===== src/rtl/arb_pkg.sv =====
// Shared types for the bus-share arbiter.
// Assumes: single clock domain; owner encodings are internal only.
package arb_pkg;

    typedef enum logic [1:0] {
        OWN_NONE = 2'd0,
        OWN_INT  = 2'd1,
        OWN_EXT  = 2'd2,
        OWN_HOLD = 2'd3
    } own_t;

    localparam logic [1:0] PRI_INT_HI = 2'b01;
    localparam logic [1:0] PRI_EXT_HI = 2'b10;

endpackage


===== src/rtl/arb_req_sample.sv =====
// Registers the off-chip request so that decisions use a value that is
// one edge old, giving at least one full cycle from request to grant.
// Assumes: the request is already synchronous to clk.
module arb_req_sample (
    input  logic clk,
    input  logic rst_n,
    input  logic req_in,
    output logic req_q
);

    // Capture the off-chip request on every edge.
    always_ff @(posedge clk) begin
        if (!rst_n) req_q <= 1'b0;
        else        req_q <= req_in;
    end

endmodule


===== src/rtl/arb_quiet_cnt.sv =====
// Counts consecutive edges with busy sampled low. The count saturates at
// MAX_RUN and is cleared whenever the owner state changes.
// Assumes: clr is high on the edge where the owner state changes.
module arb_quiet_cnt #(
    parameter int MAX_RUN = 3,
    parameter int CNT_W   = 2
) (
    input  logic             clk,
    input  logic             rst_n,
    input  logic             clr,
    input  logic             busy,
    output logic [CNT_W-1:0] run_len
);

    localparam logic [CNT_W-1:0] MAX_L = CNT_W'(MAX_RUN);

    logic [CNT_W-1:0] cnt_q;

    // Length of the quiet run including the current sample.
    always_comb begin
        if (busy)              run_len = '0;
        else if (cnt_q >= MAX_L) run_len = MAX_L;
        else                   run_len = cnt_q + 1'b1;
    end

    // Hold the run length; restart it on each change of owner.
    always_ff @(posedge clk) begin
        if (!rst_n)   cnt_q <= '0;
        else if (clr) cnt_q <= '0;
        else          cnt_q <= run_len;
    end

endmodule


===== src/rtl/arb_pick.sv =====
// Chooses a winner when one or both masters want the bus, using the
// priority setting and the least-recently-used mark for ties.
// Assumes: codes other than the two unequal ones mean equal priority.
module arb_pick
    import arb_pkg::*;
(
    input  logic [1:0] prio_sel,
    input  logic       int_want,
    input  logic       ext_want,
    input  logic       lru_ext,
    output logic       give_any,
    output logic       give_ext
);

    // Resolve a single requester directly, and a tie by mode.
    always_comb begin
        give_any = int_want | ext_want;
        if (int_want && ext_want) begin
            case (prio_sel)
                PRI_INT_HI: give_ext = 1'b0;
                PRI_EXT_HI: give_ext = 1'b1;
                default:    give_ext = lru_ext;
            endcase
        end else begin
            give_ext = ext_want;
        end
    end

endmodule


===== src/rtl/bus_share_arbiter.sv =====
// Top of the bus-share arbiter. Tracks the owner of the shared bus, opens
// the claim window after an off-chip grant, and enforces the hold-off
// before the on-chip master may use the bus again.
// Assumes: the on-chip master keeps int_req high until its int_done pulse;
// all inputs are synchronous to clk.
module bus_share_arbiter
    import arb_pkg::*;
#(
    parameter int WIN_CYC  = 2,
    parameter int HOLD_CYC = 3
) (
    input  logic       clk,
    input  logic       rst_n,
    input  logic [1:0] prio_sel,
    input  logic       int_req,
    input  logic       int_done,
    output logic       int_gnt,
    input  logic       xm_req,
    input  logic       xm_busy,
    output logic       xm_gnt
);

    localparam int MAX_RUN = (HOLD_CYC > WIN_CYC) ? HOLD_CYC : WIN_CYC;
    localparam int CNT_W   = $clog2(MAX_RUN + 1);
    localparam logic [CNT_W-1:0] WIN_L  = CNT_W'(WIN_CYC);
    localparam logic [CNT_W-1:0] HOLD_L = CNT_W'(HOLD_CYC);

    own_t             own_q, own_d;
    logic             lru_ext_q, lru_ext_d;
    logic             br_q;
    logic [CNT_W-1:0] run_len;
    logic             give_any, give_ext;
    logic             int_free;

    arb_req_sample u_req (
        .clk    (clk),
        .rst_n  (rst_n),
        .req_in (xm_req),
        .req_q  (br_q)
    );

    arb_quiet_cnt #(
        .MAX_RUN (MAX_RUN),
        .CNT_W   (CNT_W)
    ) u_quiet (
        .clk     (clk),
        .rst_n   (rst_n),
        .clr     (own_d != own_q),
        .busy    (xm_busy),
        .run_len (run_len)
    );

    arb_pick u_pick (
        .prio_sel (prio_sel),
        .int_want (int_req),
        .ext_want (br_q),
        .lru_ext  (lru_ext_q),
        .give_any (give_any),
        .give_ext (give_ext)
    );

    // The on-chip owner is between transfers at this edge.
    assign int_free = int_done | ~int_req;

    // Next owner and least-recently-used mark.
    always_comb begin
        own_d     = own_q;
        lru_ext_d = lru_ext_q;
        case (own_q)
            OWN_NONE: if (give_any) own_d = give_ext ? OWN_EXT : OWN_INT;
            OWN_INT:  if (int_free && br_q && give_ext) own_d = OWN_EXT;
            OWN_EXT:  if (run_len >= WIN_L && int_req && !give_ext) own_d = OWN_HOLD;
            OWN_HOLD: if (run_len >= HOLD_L) own_d = int_req ? OWN_INT : OWN_NONE;
            default:  own_d = OWN_NONE;
        endcase
        if (own_d == OWN_INT && own_q != OWN_INT) lru_ext_d = 1'b1;
        if (own_d == OWN_EXT && own_q != OWN_EXT) lru_ext_d = 1'b0;
    end

    // Owner state register.
    always_ff @(posedge clk) begin
        if (!rst_n) begin
            own_q     <= OWN_NONE;
            lru_ext_q <= 1'b1;
        end else begin
            own_q     <= own_d;
            lru_ext_q <= lru_ext_d;
        end
    end

    assign int_gnt = (own_q == OWN_INT);
    assign xm_gnt  = (own_q == OWN_EXT);

    // Reset clears both grants.
    assert_reset_clear_R1: assert property (@(posedge clk)
        !rst_n |=> (!int_gnt && !xm_gnt));

    // Idle owner keeps the grant when the other side is quiet.
    assert_park_int_R4: assert property (@(posedge clk) disable iff (!rst_n)
        (int_gnt && !$past(xm_req)) |=> int_gnt);
    assert_park_ext_R4: assert property (@(posedge clk) disable iff (!rst_n)
        (xm_gnt && !int_req) |=> xm_gnt);

    // On-chip transfer in progress is not interrupted.
    assert_int_run_R5: assert property (@(posedge clk) disable iff (!rst_n)
        (int_gnt && int_req && !int_done) |=> int_gnt);

    // One full cycle from request sample to off-chip grant.
    assert_req_latency_R6: assert property (@(posedge clk) disable iff (!rst_n)
        $rose(xm_gnt) |-> $past(xm_req, 2));

    // Grants are exclusive.
    assert_grant_mutex_R7: assert property (@(posedge clk) disable iff (!rst_n)
        !(int_gnt && xm_gnt));

    // Busy off-chip master keeps its grant.
    assert_busy_keeps_R8: assert property (@(posedge clk) disable iff (!rst_n)
        (xm_gnt && xm_busy) |=> xm_gnt);

    // On-chip grant never follows an off-chip grant within three edges.
    assert_hold_off_R9: assert property (@(posedge clk) disable iff (!rst_n)
        $rose(int_gnt) |-> (!$past(xm_gnt, 1) && !$past(xm_gnt, 2) && !$past(xm_gnt, 3)));

endmodule


===== config.mk =====
export PLATFORM = sky130hd
export DESIGN_NAME = bus_share_arbiter
export DESIGN_NICKNAME = d
export VERILOG_FILES = /design/src/rtl/arb_pkg.sv /design/src/rtl/arb_req_sample.sv /design/src/rtl/arb_quiet_cnt.sv /design/src/rtl/arb_pick.sv /design/src/rtl/bus_share_arbiter.sv
export SDC_FILE = /design/constraint.sdc
export NUM_CORES = 1
export LEC_CHECK = 0
export BUFFER_PORTS_ARGS = -buffer_cell sky130_fd_sc_hd__buf_4
export CORE_MARGIN = 5
export CORE_UTILIZATION = 25
export DETAILED_ROUTE_END_ITERATION = 7
export PLACE_DENSITY = 0.42
export SYNTH_ARGS = -nofsm -noshare
export SYNTH_HDL_FRONTEND = slang
export SYNTH_SLANG_ARGS = --single-unit

===== constraint.sdc =====
create_clock -name clk -period 2.1 [get_ports clk]
set_input_delay 0.315 -clock clk [delete_from_list [all_inputs] [get_ports clk]]
set_output_delay 0.315 -clock clk [all_outputs]
set_load 0.1 [all_outputs]

==> metrics, run 1 <==
DR pass1 iterations 4; CTS buffer count 3; post-layout min period 1.71 ns; initial antenna violation count 0; data arrival time of the worst path 1.40 ns; number of flops mapped to enable cells by yosys 0; Clock Path Buffers 2; area growth from synthesis to final layout 24.5%; Die ar. 2800 um2; post-cts gate resize count 0; Layout Nets 78; GRT Util Overall 0.0931; final slew viol count 0; FP Rows 15; routability cong. 0.664; endpoint class of the critical path output pin; Setup WS post-layout 0.387 ns; global-route wire length before repair 1.85 mm; Vias/cell 4.67; final cell count without fillers 91; hold buffer count at cts 0; status finished, final reports clean; total power 0.000364 W; DRT antenna net count 0; Commonest cells post-synth dfxtp_1, inv_1, nand2_1, o21ai_0; clk_skew 0.00168 ns; Initial Util 0.264; Worst Path Buf+Inv 1; vias in the first global route 423; overall die height 52.9 um; CP Launch Type flip-flop; Post-Syn Area 460 um2; Post-Syn Instances 55; Fin. Hold Viols 0; average wire per standard cell 11.0 um; core box area 1750 um2; Initial DRC Count 5; DR vias 425; CTS root buffer clkbuf_4; Peak supply drop 0.313 mV; Cell Chain, Critical Path nor2b_2 > buf_4; Top Family by Delay on Critical Path flip-flops; share of cells above drive strength 1 0.258; flops & latches, synth 6; Leak 0.233 nW; Synth cell types 27; Worst Hold Class in2reg; die span in x 52.9 um; Max Cap Viol 0; Finish-stage setup viols 0; Critical Path RT 1.78 ns; Max Freq 584 MHz; post-synth net total 65; area share of the largest cell type after synthesis 0.261; worst-path maximum fanout 16; power density cells 636 nW/um2; grt ovf 0; HPWL Detailed 755 um; largest net degree at the start of global routing 17; clock slew at reported path FFs 0.05 ns; DRC 0; post-synthesis sequential area ratio 0.261; CP max stage delay 0.63 ns; hold_ws 0.278 ns; Mapped Avg Cell Area 8.37 um2; WL final 1.00 mm; yosys warns 0; Tcrit/Tclk final 0.816; ranking of synthesized cells by area dfxtp_1, ha_1, mux2i_1; RSZ-0062 raised after global routing no; PortBufs 9; CP max stage cell dfxtp_1; Setup CP Type reg2out; Post-CTS Setup Inserts 0; H-Tree Depth 1; Place WS 0.282 ns; clock sinks 6; Yosys top cell by area dfxtp_1; count leader, synth dfxtp_1; Final Util 0.328; Worst-Skew Late Latency 0.25 ns; # diodes 0; asr flop ratio synth 0; Post-synth top flop dfxtp_1; CTS tree built; actual slew at the worst max-slew pin 0.504 ns; IO Pins 10; Inst Count DP 88; Slew HR 0.664
cell type report:
cell class	count	area, um2
multi-input cells	43	313
inverters	5	18.8
clock buffers	3	22.5
well taps	25	31.3
repair buffers	9	67.6
fillers	191	1170
flip-flops and latches	6	120
routing by layer:
metal,up-vias,GRT usage,routed length [um]
met5,-,0,0
met4,0,0.0766,43
met3,5,0.0282,60
met2,15,0.130,368
met1,179,0.115,529
li1,226,-,-
logic make-up (layout without fill, tap and decap cells):
group           after synthesis  after routing  share of synthesized area
buf+inv                       6             17                     0.0652
fa+ha+maj                     2              2                     0.0543
compound gates               20             20                      0.353
flops                         6              6                      0.261
mux                           2              2                     0.0435
simple gates                 19             19                      0.223
worst paths after layout:
kind,end,startpoint,slack (ns),cells past startpoint
max,int_gnt,own_q[0]$_SDFF_PN0_,0.39,2
min,u_req.req_q$_SDFF_PN0_,xm_req,0.28,2
max reg2reg,lru_ext_q$_SDFFE_PN1P_,own_q[0]$_SDFF_PN0_,0.48,4
min reg2reg,own_q[1]$_SDFF_PN0_,u_req.req_q$_SDFF_PN0_,0.49,2
cells in the final DEF, fill, tap and decap left out, types with 2 or more instances in the layout:
cell type	count
buf_4	9
dfxtp_1	6
inv_1	5
nand2_1	4
o21ai_0	4
nor2_1	3
nand2b_1	3
clkbuf_4	3
a21oi_1	2
mux2i_1	2
nor3_1	2
o2111ai_1	2
o21ai_1	2
and2_1	2
o31a_1	2
ha_1	2
flip-flops by register name, summed over array words and instances (netlist names):
register       cells
u_quiet.cnt_q      2
own_q              2
u_req.req_q        1
lru_ext_q          1
per-stage QoR:
step / cell area, um2 / TNS (ns)
4_1_cts: 573 / 0
3_5_place_dp: 551 / 0
3_3_place_gp: 551 / 0
5_1_grt: 573 / 0
2_1_floorplan: 463 / -0.00602
6_report: 573 / 0
power breakdown:
part | leakage [nW] | switching, W | internal (W)
Sequential | 0.0494 | 0.0000175 | 0.000124
Clock | 0.0138 | 0.0000439 | 0.0000648
Combinational | 0.169 | 0.0000675 | 0.0000469
Total | 0.233 | 0.000129 | 0.000235
(Power assumes the default switching activity.)
==> run 2, diff against run 1 <==
==> constraint.sdc (replaced) <==
create_clock -name clk -period 1.7 [get_ports clk]
set_input_delay 0.255 -clock clk [delete_from_list [all_inputs] [get_ports clk]]
set_output_delay 0.255 -clock clk [all_outputs]
set_load 0.1 [all_outputs]
==> run 2 against run 1 <==
  * Final cell count grew 7.7%
  * Power grew 28%
  * Die area did not move
  * Utilization up 3.2 points
  * Routed wire length grew 7.6%
  * First-iteration DRC count rose by 100%
  * Combinational power up 54%
  * Flip-flop and latch count unchanged
  * Critical path depth is 6 higher
  * Largest cell class unchanged
==> metrics, run 2 (same netlist as run 1, synthesis figures left out) <==
GRT Util Overall 0.0912; worst-path maximum fanout 4; Initial Util 0.264; Worst Hold Class in2reg; endpoint class of the critical path flip-flop; grt ovf 0; core box area 1750 um2; Fin. Hold Viols 0; share of cells above drive strength 1 0.342; Setup CP Type in2reg; Design Area, Final 628 um2; hold_ws 0.228 ns; clk_skew 0.000856 ns; CTS root buffer clkbuf_4; vias in the first global route 449; H-Tree Depth 1; die span in x 52.9 um; Vias/cell 4.68; average wire per standard cell 11.0 um; CP max stage cell ha_1; Multi-input gate area 315 um2; final cell count without fillers 98; hold buffer count at cts 0; clock sinks 6; WL final 1.08 mm; largest net degree at the start of global routing 10; Clock Path Buffers 2; FF+latch area 120 um2; clock slew at reported path FFs 0.04 ns; Post-CTS Setup Inserts 0; DRC 0; CTS buffer count 3; Tcrit/Tclk final 0.907; IO Pins 10; Setup WS post-layout 0.159 ns; overall die height 52.9 um; Layout Nets 85; CP Launch Type input pin; FP Rows 15; Finish-stage setup viols 0; Initial DRC Count 10; HPWL Detailed 886 um; Place WS -0.0884 ns; Worst-Skew Late Latency 0.23 ns; Top Family by Delay on Critical Path compound AO/OA/AOI/OAI gates; CTS tree built; DR pass1 iterations 4; actual slew at the worst max-slew pin 0.369 ns; commonest non-fill, non-tap cells in the layout buf_4, dfxtp_1, inv_1; Slew HR 0.747; Die ar. 2800 um2; routability cong. 0.762; Inst Count DP 95; fillers 189; most used cell, CP buf_4; RSZ-0062 raised after global routing no; final slew viol count 0; Worst Path Buf+Inv 3; Critical Path RT 1.82 ns; top flop regs own_q (2), u_quiet.cnt_q (2); # diodes 0; Max Cap Viol 0; post-cts gate resize count 0; DRT antenna net count 0; post-layout min period 1.54 ns; DR vias 459; status finished, final reports clean; placed cell area 606 um2; most common cell after layout, fill and taps aside buf_4; PortBufs 9; Max Freq 649 MHz; area growth from synthesis to final layout 36.4%; Cell Chain, Critical Path buf_4 > inv_1 > ha_1 > mux2i_1 > o221ai_1 > o311ai_2 > buf_4 > o31a_1; Leak 0.268 nW; initial antenna violation count 0; power density cells 744 nW/um2; data arrival time of the worst path 1.66 ns; CP max stage delay 0.33 ns; Peak supply drop 0.424 mV; global-route wire length before repair 1.87 mm; Final Util 0.360
[run 2: cell count changes in the layout (fill, tap and decap cells not counted)]
cell    delta
buf_4      +7
nor2_1     -1
nor2_2     +1
[run 2: final timing paths]
check | from | to | slack [ns] | depth (start not counted)
max | prio_sel[0] | lru_ext_q$_SDFFE_PN1P_ | 0.16 | 8
min | xm_req | u_req.req_q$_SDFF_PN0_ | 0.23 | 2
max reg2reg | own_q[0]$_SDFF_PN0_ | u_quiet.cnt_q[0]$_SDFF_PP0_ | 0.26 | 5
min reg2reg | u_req.req_q$_SDFF_PN0_ | own_q[1]$_SDFF_PN0_ | 0.50 | 2
[run 2: where the power goes]
group,internal [W],switching [W]
clock,0.0000793,0.0000434
combinational,0.0000798,0.0000961
sequential,0.000153,0.0000156
total,0.000312,0.000155
[run 2: routing by layer]
layer | track usage | vias up | part of all wire
li1 | - | 243 | -
met1 | 0.125 | 201 | 0.51
met2 | 0.126 | 13 | 0.43
met3 | 0.00845 | 2 | 0.048
met4 | 0.0766 | 0 | 0.0074
met5 | 0 | - | 0
[run 2: layout make-up]
| class | count | area share |
|---|---|---|
| tap | 25 | 0.0498 |
| sequential | 6 | 0.191 |
| multi-input combinational | 43 | 0.502 |
| inverter | 5 | 0.0299 |
| timing repair buffer | 16 | 0.191 |
| clock buffer | 3 | 0.0359 |
[run 2: through the flow]
| step | setup TNS (ns) | total power [W] |
|---|---|---|
| 2_1_floorplan | 0 | 0.000285 |
| 3_3_place_gp | -0.301 | 0.000350 |
| 3_5_place_dp | -0.264 | 0.000348 |
| 4_1_cts | 0 | 0.000478 |
| 5_1_grt | 0 | 0.000507 |
| 6_report | 0 | 0.000467 |
==> run 3, diff against run 2 <==
--- a/config.mk
+++ b/config.mk
@@ -6,10 +6,12 @@
 export NUM_CORES = 1
 export LEC_CHECK = 0
 export BUFFER_PORTS_ARGS = -buffer_cell sky130_fd_sc_hd__buf_4
-export CORE_MARGIN = 5
-export CORE_UTILIZATION = 25
+export CORE_AREA = 5 5 42 44
 export DETAILED_ROUTE_END_ITERATION = 7
-export PLACE_DENSITY = 0.42
+export DIE_AREA = 0 0 47 49
+export PLACE_DENSITY = 0.54
+export RECOVER_POWER = 50
+export REMOVE_ABC_BUFFERS = 1
 export SYNTH_ARGS = -nofsm -noshare
 export SYNTH_HDL_FRONTEND = slang
 export SYNTH_SLANG_ARGS = --single-unit
==> run 3 against run 2 <==
  * Hold slack improved by 0.0026 ns
  * Sequential share of layout area rose by 2.0 points
  * Clock skew barely moved
  * Worst setup slack lost 0.0075 ns
  * Final cell count decreased by 14%
  * Utilization increased by 4.6 points
  * Power is 6.1% lower
  * Via count is 6.1% lower
  * Sequential power about the same
  * Critical endpoint is now int_gnt
==> metrics, run 3 (same netlist as run 1, synthesis figures left out) <==
status finished, final reports clean; clk_skew 0.00109 ns; CP Launch Type flip-flop; global-route wire length before repair 1.76 mm; Leak 0.238 nW; post-cts gate resize count 0; initial antenna violation count 0; actual slew at the worst max-slew pin 0.484 ns; clock sinks 6; final slew viol count 0; Pint 0.000293 W; Layout Nets 80; hold buffer count at cts 0; CP Launch Point own_q[0]$_SDFF_PN0_; GRT Util Overall 0.102; vias in the first global route 396; Sw Ratio 0.333; power share of the clock group 0.272; die span in x 47 um; PortBufs 9; core box area 1400 um2; Inst Count DP 81; Final Util 0.405; Hold Startpoint xm_req; Clock Path Buffers 2; CTS root buffer clkbuf_4; largest net degree at the start of global routing 11; grt ovf 0; share of cells above drive strength 1 0.250; Slew HR 0.680; post-layout min period 1.55 ns; Fin. Hold Viols 0; commonest non-fill, non-tap cells in the layout buf_4, dfxtp_1, inv_1, clkbuf_4; DR pass1 iterations 3; endpoint class of the critical path output pin; CTS buffer count 3; HPWL Detailed 784 um; data arrival time of the worst path 1.29 ns; clock slew at reported path FFs 0.04 ns; most common cell after layout, fill and taps aside buf_4; DR vias 431; Critical Path RT 1.44 ns; Fin Setup TNS 0 ns; sequential share of power 0.388; Initial DRC Count 9; Finish-stage setup viols 0; Net Switching 0.000146 W; power density cells 773 nW/um2; hold_ws 0.231 ns; Tcrit/Tclk final 0.911; WL final 956 um; area growth from synthesis to final layout 23.4%; final cell count without fillers 84; IO Pins 10; Setup CP Type reg2out; DRC 0; overall die height 49 um; top flop regs own_q (2), u_quiet.cnt_q (2); Max Freq 646 MHz; # diodes 0; FP Rows 14; fillers 163; Post-CTS Setup Inserts 0; Peak supply drop 0.583 mV; Initial Util 0.329; Vias/cell 5.13; RSZ-0062 raised after global routing no; CTS tree built; Die ar. 2300 um2; routability cong. 0.798; Worst-Skew Late Latency 0.23 ns; Gate power share 0.340; DRT antenna net count 0; Max Cap Viol 0; H-Tree Depth 1; FF-to-FF Start own_q[0]$_SDFF_PN0_; average wire per standard cell 11.4 um; worst-path maximum fanout 10; Worst Hold Class in2reg
-- run 3: cell count changes in the layout (fill, tap and decap cells not counted), sizes merged --
| cell | before | now |
|---|---|---|
| buf | 16 | 8 |
| clkbuf | 3 | 6 |
-- run 3: through the flow --
step                      setup slack (ns)  area [um2]  total power (W)
after detailed placement           -0.0535         552         0.000326
after floorplan                     -0.500         449         0.000277
final                                0.151         568         0.000439
after CTS                            0.189         574         0.000450
after global routing                0.0402         568         0.000479
after global placement             -0.0555         552         0.000326
-- run 3: path summary, 6_finish.rpt --
check / slack [ns] / cells after the start / endpoint
setup reg to reg: 0.30 / 4 / u_quiet.cnt_q[0]$_SDFF_PP0_
hold reg to reg: 0.47 / 2 / own_q[1]$_SDFF_PN0_
setup / recovery: 0.15 / 2 / int_gnt
hold / removal: 0.23 / 2 / u_req.req_q$_SDFF_PN0_
-- run 3: layout make-up --
type,count,area [um2],area share
tap,16,20.0,0.0352
multi-input combinational,43,310,0.546
inverter,5,18.8,0.0330
sequential,6,120,0.211
clock buffer,3,22.5,0.0396
timing repair buffer,11,76.3,0.134
-- run 3: layer usage --
metal  up-vias  GRT usage  routed length [um]
met2         7      0.131                 442
met3         0     0.0590                  54
met5         -          0                   0
met1       192      0.150                 459
met4         0     0.0138                   0
li1        232          -                   -
-- run 3: power by group through the flow --
| stage | combinational, W | clock [W] | sequential (W) |
|---|---|---|---|
| floorplan | 0.000106 | 0 | 0.000171 |
| global placement | 0.000153 | 0 | 0.000173 |
| detailed placement | 0.000153 | 0 | 0.000173 |
| CTS | 0.000153 | 0.000126 | 0.000170 |
| global route | 0.000165 | 0.000141 | 0.000173 |
| finish | 0.000149 | 0.000119 | 0.000170 |
-- run 3: critical path, cell delays in order, from the launching register on --
cell	delay (ns)
dfxtp_1	0.47
nor2b_1	0.16
buf_2	0.43
